===== config.mk =====
export PLATFORM = sky130hd
export DESIGN_NAME = pbank_addr_gen
export DESIGN_NICKNAME = d
export VERILOG_FILES = /design/src/rtl/pbank_pkg.sv /design/src/rtl/pbank_bank_seed.sv /design/src/rtl/pbank_lane_map.sv /design/src/rtl/pbank_addr_gen.sv
export SDC_FILE = /design/constraint.sdc
export NUM_CORES = 1
export LEC_CHECK = 0
export BUFFER_PORTS_ARGS = -buffer_cell sky130_fd_sc_hd__buf_2
export CAP_MARGIN = 20
export CORE_MARGIN = 5
export CORE_UTILIZATION = 51
export CTS_CLUSTER_DIAMETER = 30
export CTS_CLUSTER_SIZE = 8
export DETAILED_ROUTE_END_ITERATION = 10
export PLACE_DENSITY = 0.82
export SLEW_MARGIN = 25
export SYNTH_ARGS = -nofsm -noshare
export SYNTH_HDL_FRONTEND = slang
export SYNTH_SLANG_ARGS = --single-unit

===== constraint.sdc =====
create_clock -name clk -period 4.14 [get_ports clk]
set_input_delay 0.621 -clock clk [delete_from_list [all_inputs] [get_ports clk]]
set_output_delay 0.621 -clock clk [all_outputs]
set_load 0.05 [all_outputs]

===== src/rtl/pbank_pkg.sv =====
package pbank_pkg;

  typedef enum logic [1:0] {
    ST_IDLE = 2'd0,
    ST_SEED = 2'd1,
    ST_EMIT = 2'd2
  } seq_state_e;

endpackage


===== src/rtl/pbank_bank_seed.sv =====
// Reduces a start address modulo NBANKS with one conditional subtract of
// NBANKS<<k per cycle, k running from KMAX down to 0.
module pbank_bank_seed #(
  parameter int AW        = 16,
  parameter int LANE_BITS = 4,
  parameter int NBANKS    = (1 << LANE_BITS) + 1,
  parameter int BW        = $clog2(NBANKS)
) (
  input  logic          clk,
  input  logic          rst_n,
  input  logic          load_i,
  input  logic [AW-1:0] addr_i,
  output logic          done_o,
  output logic [BW-1:0] bank_o
);

  localparam int RMW  = AW + 1;
  localparam int KMAX = AW - LANE_BITS;
  localparam int KW   = $clog2(KMAX + 1);

  logic [RMW-1:0] rem_q, rem_d, rem_step, sub_val;
  logic [KW-1:0]  k_q, k_d;
  logic           act_q, act_d;
  logic           ge;

  // Datapath of one reduction step.
  always_comb begin
    sub_val  = RMW'(NBANKS) << k_q;
    ge       = (rem_q >= sub_val);
    rem_step = ge ? (rem_q - sub_val) : rem_q;
  end

  // Next-state logic.
  always_comb begin
    rem_d = rem_q;
    k_d   = k_q;
    act_d = act_q;
    if (load_i) begin
      rem_d = {1'b0, addr_i};
      k_d   = KW'(KMAX);
      act_d = 1'b1;
    end else if (act_q) begin
      rem_d = rem_step;
      if (k_q == '0) begin
        act_d = 1'b0;
      end else begin
        k_d = k_q - 1'b1;
      end
    end
  end

  always_ff @(posedge clk or negedge rst_n) begin
    if (!rst_n) begin
      rem_q <= '0;
      k_q   <= '0;
      act_q <= 1'b0;
    end else begin
      rem_q <= rem_d;
      k_q   <= k_d;
      act_q <= act_d;
    end
  end

  assign done_o = act_q && (k_q == '0);
  assign bank_o = rem_step[BW-1:0];

  AST_SEED_IN_RANGE: assert property (@(posedge clk) disable iff (!rst_n)
    done_o |-> (rem_step < RMW'(NBANKS)));

endmodule


===== src/rtl/pbank_lane_map.sv =====
// Expands a group base (address, bank, remaining count) into per-lane fields.
module pbank_lane_map #(
  parameter int AW        = 16,
  parameter int LANE_BITS = 4,
  parameter int CW        = 12,
  parameter int NBANKS    = (1 << LANE_BITS) + 1,
  parameter int BW        = $clog2(NBANKS),
  parameter int LANES     = 1 << LANE_BITS,
  parameter int RW        = AW - LANE_BITS
) (
  input  logic [AW-1:0]       base_addr_i,
  input  logic [BW-1:0]       base_bank_i,
  input  logic [CW-1:0]       remaining_i,
  output logic [LANES-1:0]    lane_valid_o,
  output logic [LANES*BW-1:0] bank_o,
  output logic [LANES*RW-1:0] row_o
);

  logic [RW-1:0]        base_row;
  logic [LANE_BITS-1:0] base_lo;

  assign base_row = base_addr_i[AW-1:LANE_BITS];
  assign base_lo  = base_addr_i[LANE_BITS-1:0];

  for (genvar j = 0; j < LANES; j++) begin : g_lane
    logic [BW:0]        bsum;
    logic [LANE_BITS:0] lo_sum;
    logic               row_carry;

    // Bank: base plus lane index, wrapped once at NBANKS.
    assign bsum = {1'b0, base_bank_i} + (BW+1)'(j);
    assign bank_o[j*BW +: BW] = (bsum >= (BW+1)'(NBANKS))
                                ? BW'(bsum - (BW+1)'(NBANKS))
                                : bsum[BW-1:0];

    // Row: bumps when the low address bits wrap within the group.
    assign lo_sum    = {1'b0, base_lo} + (LANE_BITS+1)'(j);
    assign row_carry = (lo_sum >= (LANE_BITS+1)'(LANES));
    assign row_o[j*RW +: RW] = base_row + RW'(row_carry);

    assign lane_valid_o[j] = (remaining_i > CW'(j));
  end

endmodule


===== src/rtl/pbank_addr_gen.sv =====
module pbank_addr_gen
  import pbank_pkg::*;
#(
  parameter int AW        = 16,
  parameter int LANE_BITS = 4,
  parameter int CW        = 12,
  parameter int NBANKS    = (1 << LANE_BITS) + 1,
  parameter int BW        = $clog2(NBANKS),
  parameter int LANES     = 1 << LANE_BITS,
  parameter int RW        = AW - LANE_BITS
) (
  input  logic                clk,
  input  logic                rst_n,
  input  logic                start_i,
  input  logic [AW-1:0]       start_addr_i,
  input  logic [CW-1:0]       elem_count_i,
  output logic                busy_o,
  output logic                out_valid_o,
  input  logic                out_ready_i,
  output logic [LANES-1:0]    out_lane_valid_o,
  output logic [LANES*BW-1:0] out_bank_o,
  output logic [LANES*RW-1:0] out_row_o
);

  seq_state_e    state_q, state_d;
  logic [AW-1:0] addr_q, addr_d;
  logic [CW-1:0] rem_q, rem_d;
  logic [BW-1:0] bank_q, bank_d;
  logic          accept, last_grp, seed_done;
  logic [BW-1:0] seed_bank;
  logic          state_en;

  assign accept   = start_i && (state_q == ST_IDLE) && (elem_count_i != '0);
  assign last_grp = (rem_q <= CW'(LANES));

  pbank_bank_seed #(
    .AW(AW), .LANE_BITS(LANE_BITS), .NBANKS(NBANKS), .BW(BW)
  ) u_seed (
    .clk    (clk),
    .rst_n  (rst_n),
    .load_i (accept),
    .addr_i (start_addr_i),
    .done_o (seed_done),
    .bank_o (seed_bank)
  );

  // Next-state logic of the sequencer.
  always_comb begin
    state_d = state_q;
    addr_d  = addr_q;
    rem_d   = rem_q;
    bank_d  = bank_q;
    unique case (state_q)
      ST_IDLE: begin
        if (accept) begin
          state_d = ST_SEED;
          addr_d  = start_addr_i;
          rem_d   = elem_count_i;
        end
      end
      ST_SEED: begin
        if (seed_done) begin
          state_d = ST_EMIT;
          bank_d  = seed_bank;
        end
      end
      ST_EMIT: begin
        if (out_ready_i) begin
          addr_d = addr_q + AW'(LANES);
          // Adding LANES equals subtracting one modulo NBANKS.
          bank_d = (bank_q == '0) ? BW'(NBANKS - 1) : (bank_q - 1'b1);
          if (last_grp) begin
            state_d = ST_IDLE;
            rem_d   = '0;
          end else begin
            rem_d = rem_q - CW'(LANES);
          end
        end
      end
      default: state_d = ST_IDLE;
    endcase
  end

  assign state_en = (state_d != state_q) || (state_q == ST_EMIT);

  always_ff @(posedge clk or negedge rst_n) begin
    if (!rst_n) begin
      state_q <= ST_IDLE;
      addr_q  <= '0;
      rem_q   <= '0;
      bank_q  <= '0;
    end else if (state_en) begin
      state_q <= state_d;
      addr_q  <= addr_d;
      rem_q   <= rem_d;
      bank_q  <= bank_d;
    end
  end

  pbank_lane_map #(
    .AW(AW), .LANE_BITS(LANE_BITS), .CW(CW), .NBANKS(NBANKS),
    .BW(BW), .LANES(LANES), .RW(RW)
  ) u_map (
    .base_addr_i  (addr_q),
    .base_bank_i  (bank_q),
    .remaining_i  (rem_q),
    .lane_valid_o (out_lane_valid_o),
    .bank_o       (out_bank_o),
    .row_o        (out_row_o)
  );

  assign busy_o      = (state_q != ST_IDLE);
  assign out_valid_o = (state_q == ST_EMIT);

  // Assertions
  AST_HOLD_STABLE: assert property (@(posedge clk) disable iff (!rst_n)
    (out_valid_o && !out_ready_i) |=> (out_valid_o && $stable(out_bank_o)
      && $stable(out_row_o) && $stable(out_lane_valid_o)));

  AST_LAST_DROP: assert property (@(posedge clk) disable iff (!rst_n)
    (out_valid_o && out_ready_i && last_grp) |=> (!out_valid_o && !busy_o));

  AST_MASK_CONTIG: assert property (@(posedge clk) disable iff (!rst_n)
    out_valid_o |-> ((out_lane_valid_o != '0)
      && ((out_lane_valid_o & (out_lane_valid_o + 1'b1)) == '0)));

  AST_BASE_IN_RANGE: assert property (@(posedge clk) disable iff (!rst_n)
    out_valid_o |-> (bank_q < BW'(NBANKS)));

  AST_GROUP_CHAIN: assert property (@(posedge clk) disable iff (!rst_n)
    (out_valid_o && out_ready_i && !last_grp) |=>
      (out_bank_o[BW-1:0] ==
        (($past(out_bank_o[(LANES-1)*BW +: BW]) == BW'(NBANKS - 1)) ? BW'(0)
          : BW'($past(out_bank_o[(LANES-1)*BW +: BW]) + 1'b1))));

  AST_IDLE_NO_START_ZERO: assert property (@(posedge clk) disable iff (!rst_n)
    (!busy_o && start_i && (elem_count_i == '0)) |=> !busy_o);

  for (genvar j = 1; j < LANES; j++) begin : g_chk
    AST_LANE_STEP: assert property (@(posedge clk) disable iff (!rst_n)
      (out_valid_o && out_lane_valid_o[j]) |->
        (out_bank_o[j*BW +: BW] ==
          ((out_bank_o[(j-1)*BW +: BW] == BW'(NBANKS - 1)) ? BW'(0)
            : BW'(out_bank_o[(j-1)*BW +: BW] + 1'b1))));
  end

endmodule


Yosys cells after proc, flatten, opt, wreduce, memory -nomap -nowiden
Index checks and enable logic that the tools add are counted.

Memory bits (read-only): 0. RAM bits: 0. Bits in registers: 57. Memories kept: 0. Input port bits: 32. Bits in latches: 0.

Order comparisons: 50. Reductions and logical operators: 17. Equality and inequality tests: 7. Multiply operators: 0. Bitwise logic cells: 0. Add/sub/neg operators: 67. Div/mod/pow operators: 0. Shift-type cells: 1. Muxes and demuxes: 41.

Operators with widths (count): 12-bit by 1-bit adder with 12-bit output (16); 12-bit by 4-bit > comparator with 1-bit output (second input constant) (8); 5-bit 2-to-1 mux (19); 6-bit by 5-bit greater-or-equal comparator with 1-bit output (second input constant) (15); 5-bit greater-or-equal comparator (second input constant) (16); 5-bit subtractor (second input constant) (16); 17-bit 2-to-1 mux (3); 5-bit by 4-bit adder with 6-bit output (second input constant) (8); 12-bit by 3-bit > comparator with 1-bit output (second input constant) (4); 4-bit by 4-bit adder with 5-bit output (second input constant) (8); 12-bit 2-to-1 mux (3); 16-bit 2-to-1 mux (2); 16-bit case mux with 2 select lines (1); 5-bit by 3-bit adder with 6-bit output (second input constant) (4); 12-bit by 1-bit > comparator with 1-bit output (second input constant) (2); 12-bit by 2-bit > comparator with 1-bit output (second input constant) (2); 12-bit case mux with 2 select lines (1); 4-bit by 3-bit adder with 5-bit output (second input constant) (4); 17-bit greater-or-equal comparator (1); 5-bit by 4-bit left shift with 17-bit output (first input constant) (1); 17-bit subtractor (1); 16-bit by 5-bit adder with 16-bit output (second input constant) (1); 5-bit by 2-bit adder with 6-bit output (second input constant) (2); 12-bit by 5-bit less-or-equal comparator with 1-bit output (second input constant) (1); other kinds (26) (44).

Depth between registers and ports, before layout
Depth in word-level cells: 8. Mapped depth: 13.

Modules after synthesis
Synthesis repeated with hierarchy kept, for this count alone.

Cells, all modules: 1327. Area total of the unflattened synthesis: 9644.2 µm².

Modules (own cells, without submodules): pbank_lane_map (cells each 840, sequential area each 0.0 µm², times used 1, area each 5421.4 µm²); pbank_bank_seed (cells each 250, sequential area each 550.5 µm², times used 1, area each 2115.8 µm²); pbank_addr_gen (cells each 237, sequential area each 875.8 µm², times used 1, area each 2107.0 µm²).

Worst setup path before layout
Ideal clock, no wire load.

Path kind: reg2out. Start point: register bank_q[0]. End point: output port out_bank_o[39]. Arrival: 3.438 ns. Setup slack: 0.081 ns. Stages on the path, launching flop included: 13. Cells stage by stage: dfrtp_1 clkbuf_1 buf_1 inv_2 ha_1 clkbuf_1 inv_1 a21oi_1 xnor2_1 a21oi_1 o22ai_1 o21ai_0 xnor2_1.

Cells in the longest elaborated chain, start to end: 3. Elaborated cells between the ends (all ways): 4.

Ends and longest elaborated chain: from (decl) (RTL line pbank_addr_gen.sv:28) `logic [BW-1:0] bank_q, bank_d;`; from (signal assigned) (RTL line pbank_addr_gen.sv:96) `bank_q <= bank_d;`; 5-bit by 3-bit adder with 6-bit output (*) (RTL line pbank_lane_map.sv:31) `assign bsum = {1'b0, base_bank_i} + (BW+1)'(j);`; 5-bit subtractor / 6-bit by 5-bit greater-or-equal comparator with 1-bit output (equally long branches) (RTL line pbank_lane_map.sv:33, pbank_lane_map.sv:32); 5-bit 2-to-1 mux (*) (RTL line pbank_lane_map.sv:33) `? BW'(bsum - (BW+1)'(NBANKS))`; to (decl) (RTL line pbank_addr_gen.sv:21) `output logic [LANES*BW-1:0] out_bank_o,`.

Every way passes the cells marked *; elsewhere a longest branch is shown, timed or not.

Final worst setup path
Start point: register bank_q[1]. End point: output port out_bank_o[58].

Cells in the longest elaborated chain, start to end: 3. Elaborated cells between the ends (all ways): 4.

Ends and longest elaborated chain (RTL line): 5-bit by 4-bit adder with 6-bit output (*) (pbank_lane_map.sv:31); 5-bit subtractor / 6-bit by 5-bit greater-or-equal comparator with 1-bit output (equally long branches) (pbank_lane_map.sv:33, pbank_lane_map.sv:32); 5-bit 2-to-1 mux (*) (pbank_lane_map.sv:33).

Marked as above.

==> results.cfg <==
[outcome]
status = finished, final reports clean

[synth]
ys_async_sr_fraction_pct = 100.0
syn-instance-count = 1287
synth-edff-count = 0
syn_nets = 1398
yosys_register_bits = 57
synth_xor_area_share_pct = 24.00
ys_warn_count = 0
synthSimpleGateAreaFrac_pct = 23.72
synthFlopType = dfrtp_1
yosysSeqAreaShare_pct = 15.70
syn-cell-area_um2 = 9087
synth_top_family_by_area = XOR/XNOR gates
synth_area_per_cell_um2 = 7.061
synth_adder_area_share_pct = 10.96
synth_cell_type_count = 71
synth_mux_area_share_pct = 1.019
synth-compound-area-share_pct = 18.39

[die]
start_util_pct = 52.18
io_pins = 322
die_h_um = 143.5
row_count = 48
core_um2 = 17420
die_area_um2 = 20590
fp.dieW_um = 143.5

[placement]
dpl-instance-area_um2 = 10780
gp_congestion = 1.001
hpwl_mm = 25.54
portBuffers = 321

[clocking]
clock_path_buffers = 2
cts_tree = built
ctsHoldBuffers = 0
post-cts-setup-buffers = 0
htree_levels = 3
clock_latency_ps = 330
cts_sinks = 57
numCtsBuffers = 9
cts-root-buf = clkbuf_16
clkSlewWorstSetupHoldPaths_ps = 50

[finish]
stdcell_area_um2 = 11090
nets = 1661
syn_to_final_growth_pct = 21.99
drive_gt1_share_pct = 25.14
final_cell_mix = buf_2 (321), nand2_1 (250), xnor2_1 (199)
final_common_cell = buf_2
final_util_pct = 63.65
fillers = 1563

[critical_path]
reg2reg_from = u_seed.k_q[0]
crit_arrival_ps = 3330
rr_endpoint = u_seed.rem_q[5]
rr_worst_depth = 11
cp.required_ps = 3520
critPathLaunchType = flip-flop
r2r_slack_ps = 540
critPathMaxFanout = 11
criticalPathCategory = reg -> out
end_kind = output pin

[sta]
slew_violations = 0
setup_tns_ps = 0
hold-worst-slack_ps = 220.7
fmax_mhz = 253.0
min_period_ps = 3953
rsz0062_at_grt = false
timing.final.hold_violations = 0
fin_crit_sh_pct = 95.49
tightestPinTransition_ps = 943.6
relSlewSlack_pct = 37.09
setup_viol = 0
finalClockSkew_ps = 7.715

[hold_path]
min_path_type = in -> async

[job]
maxCapViolCount = 0

[detailed_routing]
viasPerCell = 5.809
wl_per_cell_um = 18.41
drc_errors = 0
ant_nets = 0
first_iter_violations = 1033
vias = 10350
finalWirelength_mm = 32.80
dr.pass1.iters = 5

[global_route]
grt_overflow = 0
grt_max_degree = 40
grt_pass1_wl_mm = 49.62
grtUsageTotal_pct = 29.48
grt_pass1_vias = 9402
antenna_found_initial = 5
Yosys cell counts, types with 5 or more instances:
cell / number / area share (%)
o21a_1: 9 / 0.74
inv_1: 24 / 0.99
o21ai_0: 85 / 4.7
and2_1: 7 / 0.48
buf_2: 7 / 0.39
xnor2_1: 199 / 19
ha_1: 78 / 11
o211ai_1: 5 / 0.41
a21oi_1: 75 / 4.1
o22ai_1: 9 / 0.62
nand2_1: 250 / 10
a21boi_0: 5 / 0.41
or3_1: 6 / 0.41
buf_1: 16 / 0.66
nand3_1: 37 / 2.0
a31oi_1: 15 / 1.0
and3_1: 10 / 0.69
buf_4: 12 / 0.99
dfrtp_1: 57 / 16
nor4_1: 11 / 0.76
a211oi_1: 5 / 0.41
a21o_1: 13 / 1.1
nand4_1: 15 / 1.0
nor2b_1: 15 / 1.0
mux2i_1: 7 / 0.77
clkbuf_1: 66 / 2.7
nor3_1: 15 / 0.83
nand2b_1: 12 / 0.83
xor2_1: 50 / 4.8
nor2_1: 100 / 4.1
critical path: stages, from the launching register on:
cell,delay [ps]
dfrtp_1,420
inv_1,250
ha_1,460
xor2_1,630
o211ai_1,180
a221o_1,460
nand4_1,150
xor2_1,160
buf_2,280
flip-flops by register name, summed over array words and instances, names as in the netlist:
register / flops
bank_q: 5
u_seed.act_q: 1
addr_q: 16
rem_q: 12
u_seed.k_q: 4
state_q: 2
u_seed.rem_q: 17
layer usage:
metal	track usage, %	wire length (µm)
met1	39.48	13260
met5	0	50
met3	6.689	3447
met4	12.49	1403
met2	45.80	14640
kinds of logic (layout without fill, tap and decap cells):
logic type,count (synthesis),after routing
AOI/OAI and AO/OA,269,269
xor gates and xnor gates,249,249
adders and majority gates,79,79
buffers and inverters,132,400
DFF,57,57
muxes,9,9
other,0,1
and+or+nand+nor,492,492
cell type report:
type	count	area, µm²	area share [%]
Sequential cell	57	1426	12.87
Tap cell	225	281.5	2.540
Antenna cell	1	2.502	0.02257
Inverter	29	108.9	0.9819
Clock inverter	6	58.81	0.5305
Multi-Input combinational cell	1098	7117	64.20
Timing Repair Buffer	355	1862	16.79
Clock buffer	10	229.0	2.065
metrics by stage:
| step | std cells | setup WS [ps] |
|---|---|---|
| CTS | 1780 | 169.6 |
| global route | 1781 | 28.71 |
| finish | 1781 | 186.8 |
| floorplan | 1287 | 81.15 |
| global placement | 1764 | 657.7 |
| detailed placement | 1764 | 518.0 |
worst max path at each step:
stage          startpoint             end  slack, ps
2_1_floorplan   bank_q[0]  out_bank_o[39]         80
3_3_place_gp    bank_q[1]  out_bank_o[39]        660
3_5_place_dp    bank_q[2]  out_bank_o[78]        520
4_1_cts         bank_q[2]  out_bank_o[78]        170
5_1_grt         bank_q[1]  out_bank_o[58]         30
6_report        bank_q[1]  out_bank_o[58]        190
repair_timing:
item | CTS | global route
hold endpoints to repair | 0 | 0
setup endpoints to repair | 0 | 8
resized for setup | 0 | 3
Power is not shown: default switching activity piles up to over one toggle a cycle in this logic, so the estimate is an artifact.
